<file path="src/rtl/serial_shift_port.sv">
module serial_shift_port #(
  parameter int W = 8
) (
  input  logic         clk,
  input  logic         rst_n,
  input  logic         cfg_en,
  input  logic         cfg_master,
  input  logic [1:0]   cfg_rate,
  input  logic         cfg_alt_phase,
  input  logic         cfg_irq_en,
  input  logic         busy_set,
  input  logic         busy_clr,
  input  logic         load_en,
  input  logic [W-1:0] load_data,
  output logic [W-1:0] rd_data,
  output logic         busy,
  output logic         done_irq,
  output logic         load_err,
  input  logic         si,
  output logic         so,
  input  logic         sk_in,
  output logic         sk_out
);
  localparam int CW = $clog2(W);

  logic [2:0]    sk_sync;
  logic [3:0]    div_cnt;
  logic          sk_q;
  logic [CW-1:0] bit_cnt;
  logic [W-1:0]  sr;
  logic          so_q;
  logic          irq_q;
  logic          err_q;
  logic          busy_q;

  wire [3:0] half     = 4'd1 << cfg_rate;
  wire       active   = busy_q & cfg_en;
  wire       m_tick   = active & cfg_master & (div_cnt == half - 4'd1);
  wire       ext_rise = sk_sync[1] & ~sk_sync[2];
  wire       ext_fall = ~sk_sync[1] & sk_sync[2];
  wire       rise_e   = cfg_master ? (m_tick & ~sk_q) : (active & ext_rise);
  wire       fall_e   = cfg_master ? (m_tick & sk_q)  : (active & ext_fall);
  wire       samp_e   = (cfg_alt_phase ? fall_e : rise_e) & ~busy_clr;
  wire       drv_e    = (cfg_alt_phase ? rise_e : fall_e) & ~busy_clr;
  wire       sk_level = cfg_master ? sk_q : sk_sync[1];
  wire       load_ok  = load_en & ~sk_level;
  wire       load_bad = load_en & sk_level;
  wire       last     = fall_e & ~busy_clr & (bit_cnt == CW'(W - 1));
  wire       start    = busy_set & cfg_en & ~busy_q & ~busy_clr;

  always_ff @(posedge clk or negedge rst_n) begin
    if (!rst_n) begin
      sk_sync <= '0;
      div_cnt <= '0;
      sk_q    <= 1'b0;
      bit_cnt <= '0;
      sr      <= '0;
      so_q    <= 1'b0;
      irq_q   <= 1'b0;
      err_q   <= 1'b0;
      busy_q  <= 1'b0;
    end else begin
      sk_sync <= {sk_sync[1:0], sk_in};

      if (busy_clr || !cfg_en || last) busy_q <= 1'b0;
      else if (start)                  busy_q <= 1'b1;

      if (!active || !cfg_master || m_tick) div_cnt <= '0;
      else                                  div_cnt <= div_cnt + 4'd1;

      if (!active || busy_clr || last) sk_q <= 1'b0;
      else if (m_tick)                 sk_q <= ~sk_q;

      if (!active || busy_clr || last) bit_cnt <= '0;
      else if (fall_e)                 bit_cnt <= bit_cnt + 1'b1;

      if (load_ok)     sr <= load_data;
      else if (samp_e) sr <= {sr[W-2:0], si};

      if (load_ok)     so_q <= load_data[W-1];
      else if (start)  so_q <= sr[W-1];
      else if (drv_e)  so_q <= sr[W-1];

      irq_q <= last & cfg_irq_en;

      if (load_bad) err_q <= 1'b1;
    end
  end

  assign rd_data  = sr;
  assign busy     = busy_q;
  assign done_irq = irq_q;
  assign load_err = err_q;
  assign so       = so_q;
  assign sk_out   = sk_q;

  assert_sk_idle_low_R3: assert property (@(posedge clk) disable iff (!rst_n)
    !busy |-> !sk_out);

  assert_sk_moves_only_busy_R3: assert property (@(posedge clk) disable iff (!rst_n)
    !$stable(sk_out) |-> $past(busy));

  assert_busy_needs_set_R2: assert property (@(posedge clk) disable iff (!rst_n)
    $rose(busy) |-> $past(busy_set && cfg_en));

  assert_disable_stops_R2: assert property (@(posedge clk) disable iff (!rst_n)
    !cfg_en |=> !busy);

  assert_irq_gated_R9: assert property (@(posedge clk) disable iff (!rst_n)
    done_irq |-> ($past(cfg_irq_en) && !busy));

  assert_err_sticky_R11: assert property (@(posedge clk) disable iff (!rst_n)
    load_err |=> load_err);

  assert_load_high_flags_R11: assert property (@(posedge clk) disable iff (!rst_n)
    (load_en && cfg_master && sk_out) |=> load_err);

  assert_slave_no_sk_R10: assert property (@(posedge clk) disable iff (!rst_n)
    (!cfg_master && !busy) |=> !sk_out);
endmodule

</file>
<file path="config.mk">
export PLATFORM = sky130hd
export DESIGN_NAME = serial_shift_port
export DESIGN_NICKNAME = d
export VERILOG_FILES = /design/src/rtl/serial_shift_port.sv
export SDC_FILE = /design/constraint.sdc
export NUM_CORES = 1
export LEC_CHECK = 0
export ABC_AREA = 1
export BUFFER_PORTS_ARGS = -buffer_cell sky130_fd_sc_hd__buf_2
export CAP_MARGIN = 20
export CORE_MARGIN = 2
export CORE_UTILIZATION = 55
export CTS_CLUSTER_DIAMETER = 40
export DETAILED_ROUTE_END_ITERATION = 12
export PLACE_DENSITY = 0.81
export SKIP_LAST_GASP = 1
export SLEW_MARGIN = 20
export SYNTH_ARGS = -nofsm -noshare
export SYNTH_HDL_FRONTEND = slang
export SYNTH_SLANG_ARGS = --single-unit
export TNS_END_PERCENT = 30
</file>
<file path="constraint.sdc">
create_clock -name clk -period 2.6 [get_ports clk]
set_input_delay 0.39 -clock clk [delete_from_list [all_inputs] [get_ports clk]]
set_output_delay 0.39 -clock clk [all_outputs]
set_load 0.005 [all_outputs]
</file>
# Word-level counts from Yosys, hierarchy flattened
# Index checks and enable logic that the tools add are counted.
# W data, S select, Z words.
[word_totals]
ff_bits = 23
inputBits = 21
out_inout_bits = 13
word_cells = 71
[classes]
add_sub_neg = 3
n_eq_ne = 2
shift = 1
muxes = 17
n_bitwise = 25
reduce_logical = 14
[ops]
columns = ["cell", "count"]
rows = [
  ["$and A1 B1 Y1", 19],
  ["$mux W8", 2],
  ["$mux W1", 12],
  ["$reduce_bool A2 Y1", 4],
  ["$logic_or A1 B1 Y1", 6],
  ["$mux W3", 2],
  ["$not A1 Y1", 6],
  ["$add A4 B1 Y4 const B", 1],
  ["$eq A4 B4 Y1", 1],
  ["$mux W4", 1],
  ["$shl A1 B2 Y4 const A", 1],
  ["$sub A4 B1 Y4 const B", 1],
  ["$add A3 B1 Y3 const B", 1],
  ["$eq A3 B3 Y1 const B", 1],
  ["$logic_not A1 Y1", 3],
  ["$reduce_bool A3 Y1", 1],
]

# Logic depth before layout (Yosys ltp)
[depth]
word_depth = 11
depth_mapped = 10
depth_no_buf = 10

# Least setup slack after synthesis
# No wires, ideal clock.
[synth_timing]
path_kind = "register -> register"
from = "register busy_q (netlist: busy)"
to = "register sr[0] (netlist: rd_data[0])"
t_arrival_ps = 1299
path_slack_ps = 1236
stages_incl_launch_ff = 9
period_less_slack_ps = 1364
path_cell_list = "dfrtp_1 > nand2_1 > nor2_1 > nand4_4 > nand3_2 > nand3_4 > nand2_4 > nand2_1 > nand2_1"
[synth_between]
elab_chain_cells = 8
elab_cells_between_ends = 12
classes_between = "3 x mux; 8 x bitwise; 1 x reduce/logical"
[synth_lines]
columns = ["element", "line_no", "source"]
rows = [
  ["from (decl)", "34", "logic busy_q;"],
  ["from (signal assigned)", "61", "busy_q <= 1'b0;"],
  ["from (signal assigned)", "65", "if (busy_clr || !cfg_en || last) busy_q <= 1'b0;"],
  ["from (signal assigned)", "66", "else if (start) busy_q <= 1'b1;"],
  ["$and A1 B1 Y1 *", "37", "wire active = busy_q & cfg_en;"],
  ["$and A1 B1 Y1 (2 in a row)", "38", "wire m_tick = active & cfg_master & (div_cnt == half - 4'd1);"],
  ["$and A1 B1 Y1 (on tied branches)", "41, 42", ""],
  ["$mux W1 (on tied branches)", "41, 42", ""],
  ["$mux W1 *", "43", "wire samp_e = (cfg_alt_phase ? fall_e : rise_e) & ~busy_clr;"],
  ["$and A1 B1 Y1 *", "43", ""],
  ["$reduce_bool A2 Y1 (no source line) *", "--", ""],
  ["to (signal assigned)", "77", "if (load_ok) sr <= load_data;"],
  ["to (signal assigned)", "78", "else if (samp_e) sr <= {sr[W-2:0], si};"],
  ["to (decl)", "30", "logic [W-1:0] sr;"],
]
# Mark *: on every way between the ends. The rest lies on a longest branch, timed or not.
# A chain may end at the register's enable or synchronous reset.

# Worst setup path in the final report
[layout_timing]
from = "register sk_q (netlist: sk_out)"
to = "register sr[7] (netlist: rd_data[7])"
[layout_between]
elab_chain_cells = 6
elab_cells_between_ends = 12
classes_between = "5 x mux; 6 x bitwise; 1 x reduce/logical"
[layout_lines]
columns = ["element", "line_no", "source"]
rows = [
  ["from (decl)", "28", "logic sk_q;"],
  ["from (signal assigned)", "72", "else if (m_tick) sk_q <= ~sk_q;"],
  ["$not A1 Y1", "41", "wire rise_e = cfg_master ? (m_tick & ~sk_q) : (active & ext_rise);"],
  ["$and A1 B1 Y1", "41", ""],
  ["$mux W1", "41", ""],
  ["$mux W1", "43", ""],
  ["$and A1 B1 Y1", "43", ""],
  ["$reduce_bool A2 Y1 (no source line)", "--", ""],
]
# Parallel ways exist; a longest one is shown, timed or not.

==> results.txt <==
----------------------------------------------------
[Die]
  Core footprint ... about 0.0022 mm²
  Horizontal die dimension ... 51.3 µm
  Total die area ... ~0.0026 mm²
  Ports placed on the boundary ... 34
  Height of the die ... 51.3 µm
  Std cell rows ... 17
  Starting Density ... 0.567

[Layout]
  FILL cells ... 204
  Post-route core utilization ... 0.671
  Fin area ... roughly 0.0015 mm²
  Final antenna diode count ... 0
  Layout cell share with drive strength beyond 1 ... 0.254
  Layout-stage area growth over the synthesis result ... 18.4%
  Area occupied by registers ... between 500 and 600 µm²
  Area occupied by multi-input gates ... 601 µm²
  Count of nets after finishing ... 214
  Non-filler cells, final ... 217

[Setup path]
  Crit start category ... flip-flop
  Number of cells on the worst reg-to-reg path ... 7
  Top delay family on crit path ... simple AND/OR/NAND/NOR gates
  Worst-case register-to-register setup slack ... 0.96 ns
  Reg-to-reg startpoint ... sk_out$_DFFE_PN0P_
  Crit-path most repeated cell ... sky130_fd_sc_hd__nand2_1
  Longest individual stage delay on the worst path ... 0.46 ns
  Critical path data required time ... 2.85 ns
  Endpoint class of the critical path ... flip-flop
  Crit path cell chain ... nand2_1, nand3_1, inv_1, nand2_1, nand2_1, nand2_1, nand2_1
  Worst setup path category ... reg -> reg
  Capture point of the worst path ... rd_data[7]$_DFFE_PN0P_
  Worst Path Arrival ... between 1.5 and 2 ns
  Launching element of the worst setup path ... sk_out$_DFFE_PN0P_
  Worst R2R End ... rd_data[7]$_DFFE_PN0P_
  Cell with the biggest individual delay on the critical path ... sky130_fd_sc_hd__dfrtp_1
  Buffers and inverters on the worst path ... 1
  Logic depth of the worst path, buffers included ... 7
  Maximum fanout along the worst path ... 14

[Synthesis]
  Sequential element share of the synthesized area ... 0.468
  Total of flip-flops plus latches after synthesis ... 23
  Number of standard cells after synthesis ... 153
  Number of warnings reported in the yosys synthesis log ... 0
  Yosys top cell area share ... 0.468
  Area contributors post-synth ... sky130_fd_sc_hd__dfrtp_1 (47%), sky130_fd_sc_hd__nand2_1 (20%), sky130_fd_sc_hd__nand3_1 (7.3%)
  Netlist area before placement ... 0.00123 mm²
  Cell variety after synth ... 22
  Synthesized area per cell ... about 8.0 µm²
  Synthesized netlist net count ... 177
  Most area-hungry cell type in the Yosys netlist ... sky130_fd_sc_hd__dfrtp_1

[STA]
  Total negative slack for setup checks ... 0 ns
  Achievable Freq ... 609 MHz
  Final min period ... about 1.6 ns
  Number of setup violations in the final report ... 0
  Crit share post-route ... 0.631
  Max Transition Viols Final ... 0
  RSZ-0062 raised after global routing ... no
  Relative slew slack ... 0.657
  Worst Tran Pin Value ... 0.513 ns
  Final worst clock skew ... 0.00324 ns
  Hold WS ... 0.0346 ns
  Number of hold-slack violations in the final timing report ... 0

[Global routing]
  Largest net degree at the start of global routing ... 24
  Overall global routing resource usage ... 0.204
  Initial antenna violation count ... 0
  Number of global-route vias before repair ... ~1000
  Global-route wire length before repair ... 4060 µm
  Congestion Overflow GR ... 0

[Power]
  Power per Cell Area ... around 480 mW/mm²
  VDD IR max ... 0.307 mV
  Leak Pwr ... 0.837 nW

[Clock network]
  Worst-path clk slew ... around 0.12 ns
  Number of buffers inserted by hold repair at cts ... 0
  CTS tree ... done
  # clock sinks ... 23
  Htree depth ... 1
  Maximum clock path buffer count ... 2
  Clock tree root driver cell ... sky130_fd_sc_hd__clkbuf_4
  Post-cts repair resize count ... 0
  Number of buffers inserted by post-CTS setup repair ... 0
  CTS Buf Count ... 3
  Clock insertion delay at the later pin of the skew report ... 0.30 ns

[Placed design]
  Final weighted congestion in routability-driven placement ... 0.795
  Cells after DPL ... between 200 and 250
  Buffers on Ports ... 33
  Post-detailed-placement half-perimeter wirelength ... 1860 µm
  Post-Place Cell Area ... between 0.001 and 0.0015 mm²

[Routing]
  Via-to-Cell Ratio ... around 5
  Number of optimization iterations in the first detailed-route pass ... 4
  Total Routed Length ... 2330 µm
  First-iteration detailed-routing DRC count ... 9
  Count of vias placed by the detailed router ... 1088
  Antenna Violating Nets Remaining ... 0
  Number of design rule violations left after detail routing ... 0
  Average wire per standard cell ... 10.7 µm

[Job]
  MaxCap Viol Count ... 0

[Worst hold path]
  Type of the most critical hold path ... in -> async

[Status]
  Run status ... finished clean

----------------------------------------------------
## power by group
part           internal, mW  switching, mW  leakage (nW)
Combinational        0.0591         0.0773         0.522
Sequential            0.386         0.0221         0.297
Clock                0.0572          0.101        0.0177
## cell type report
| class | instances | share of cell area |
|---|---|---|
| flip-flops and latches | 23 | 0.395 |
| clock inverters | 1 | 0.00344 |
| clock buffers | 3 | 0.0155 |
| inverters | 12 | 0.0309 |
| repair buffers | 34 | 0.119 |
| multi-input cells | 116 | 0.412 |
| well taps | 28 | 0.0241 |
## flip-flops by register name, indices dropped and copies added, names as in the netlist
signal	cells
bit_cnt	3
busy	1
div_cnt	4
done_irq	1
load_err	1
rd_data	8
sk_out	1
sk_sync	3
so	1
## per-layer routing
layer  wire [µm]  track usage  share of wire
met1        1060        0.232           0.45
met5           0            0              0
met4          11       0.0570         0.0047
met2        1160        0.390           0.50
met3         107       0.0351          0.046
## synth_stat cells
master and count:
sky130_fd_sc_hd__nor2_4 1, sky130_fd_sc_hd__nand4_1 3, sky130_fd_sc_hd__nand4_4 1, sky130_fd_sc_hd__buf_2 1
sky130_fd_sc_hd__a21o_1 1, sky130_fd_sc_hd__nand2_1 64, sky130_fd_sc_hd__nor2_2 1, sky130_fd_sc_hd__nand2_4 1
sky130_fd_sc_hd__nand3_1 18, sky130_fd_sc_hd__xnor2_1 1, sky130_fd_sc_hd__inv_1 12, sky130_fd_sc_hd__nand3_4 1
sky130_fd_sc_hd__nand2_2 1, sky130_fd_sc_hd__a21oi_1 2, sky130_fd_sc_hd__nor2_1 10, sky130_fd_sc_hd__xor2_1 3
sky130_fd_sc_hd__ha_1 3, sky130_fd_sc_hd__o21bai_1 1, sky130_fd_sc_hd__nand4_2 1, sky130_fd_sc_hd__dfrtp_1 23
sky130_fd_sc_hd__clkbuf_1 1, sky130_fd_sc_hd__nand3_2 3
## worst min-delay path by stage
stage                                    start                endpoint  slack, ns  cells after the start
after global routing                     rst_n  bit_cnt[2]$_DFFE_PN0P_       0.05                      1
after floorplan                          rst_n  bit_cnt[0]$_DFFE_PN0P_       0.09                      0
after CTS                                rst_n      sk_out$_DFFE_PN0P_       0.05                      1
after detailed placement  sk_sync[0]$_DFF_PN0_    sk_sync[1]$_DFF_PN0_       0.34                      0
after global placement    sk_sync[0]$_DFF_PN0_    sk_sync[1]$_DFF_PN0_       0.33                      0
final                                    rst_n    sk_sync[2]$_DFF_PN0_       0.03                      1
## cells in the final DEF (no fill, tap or decap)
cell	count
sky130_fd_sc_hd__clkbuf_4	3
sky130_fd_sc_hd__nand3_2	3
sky130_fd_sc_hd__ha_1	3
sky130_fd_sc_hd__a21oi_1	2
sky130_fd_sc_hd__nor2_1	10
sky130_fd_sc_hd__xnor2_1	1
sky130_fd_sc_hd__nand2_4	1
sky130_fd_sc_hd__clkinv_2	1
sky130_fd_sc_hd__nand4_4	1
sky130_fd_sc_hd__nand4_2	1
sky130_fd_sc_hd__dfrtp_1	23
sky130_fd_sc_hd__nor2_4	1
sky130_fd_sc_hd__xor2_1	3
sky130_fd_sc_hd__nand2_2	1
sky130_fd_sc_hd__nor2_2	1
sky130_fd_sc_hd__buf_2	33
sky130_fd_sc_hd__inv_1	12
sky130_fd_sc_hd__nand3_1	18
sky130_fd_sc_hd__buf_4	1
sky130_fd_sc_hd__nand4_1	3
sky130_fd_sc_hd__nand3_4	1
sky130_fd_sc_hd__a21o_1	1
sky130_fd_sc_hd__nand2_1	64
sky130_fd_sc_hd__o21bai_1	1
## cell families after synthesis
| group | after synthesis | share of synthesized area |
|---|---|---|
| buffers and inverters | 14 | 0.0437 |
| flip-flops | 23 | 0.468 |
| AND/OR/NAND/NOR | 105 | 0.409 |
| adder cells (fa/ha/maj) | 3 | 0.0305 |
| AO/OA/AOI/OAI | 4 | 0.0204 |
| XOR/XNOR | 4 | 0.0285 |
## through the flow
stage,power (mW),setup WS (ns)
after floorplan,0.486,1.24
after global placement,0.547,0.958
after detailed placement,0.553,0.899
after CTS,0.710,0.950
after global routing,0.748,0.783
final,0.702,0.959
(Power assumes the default switching activity.)
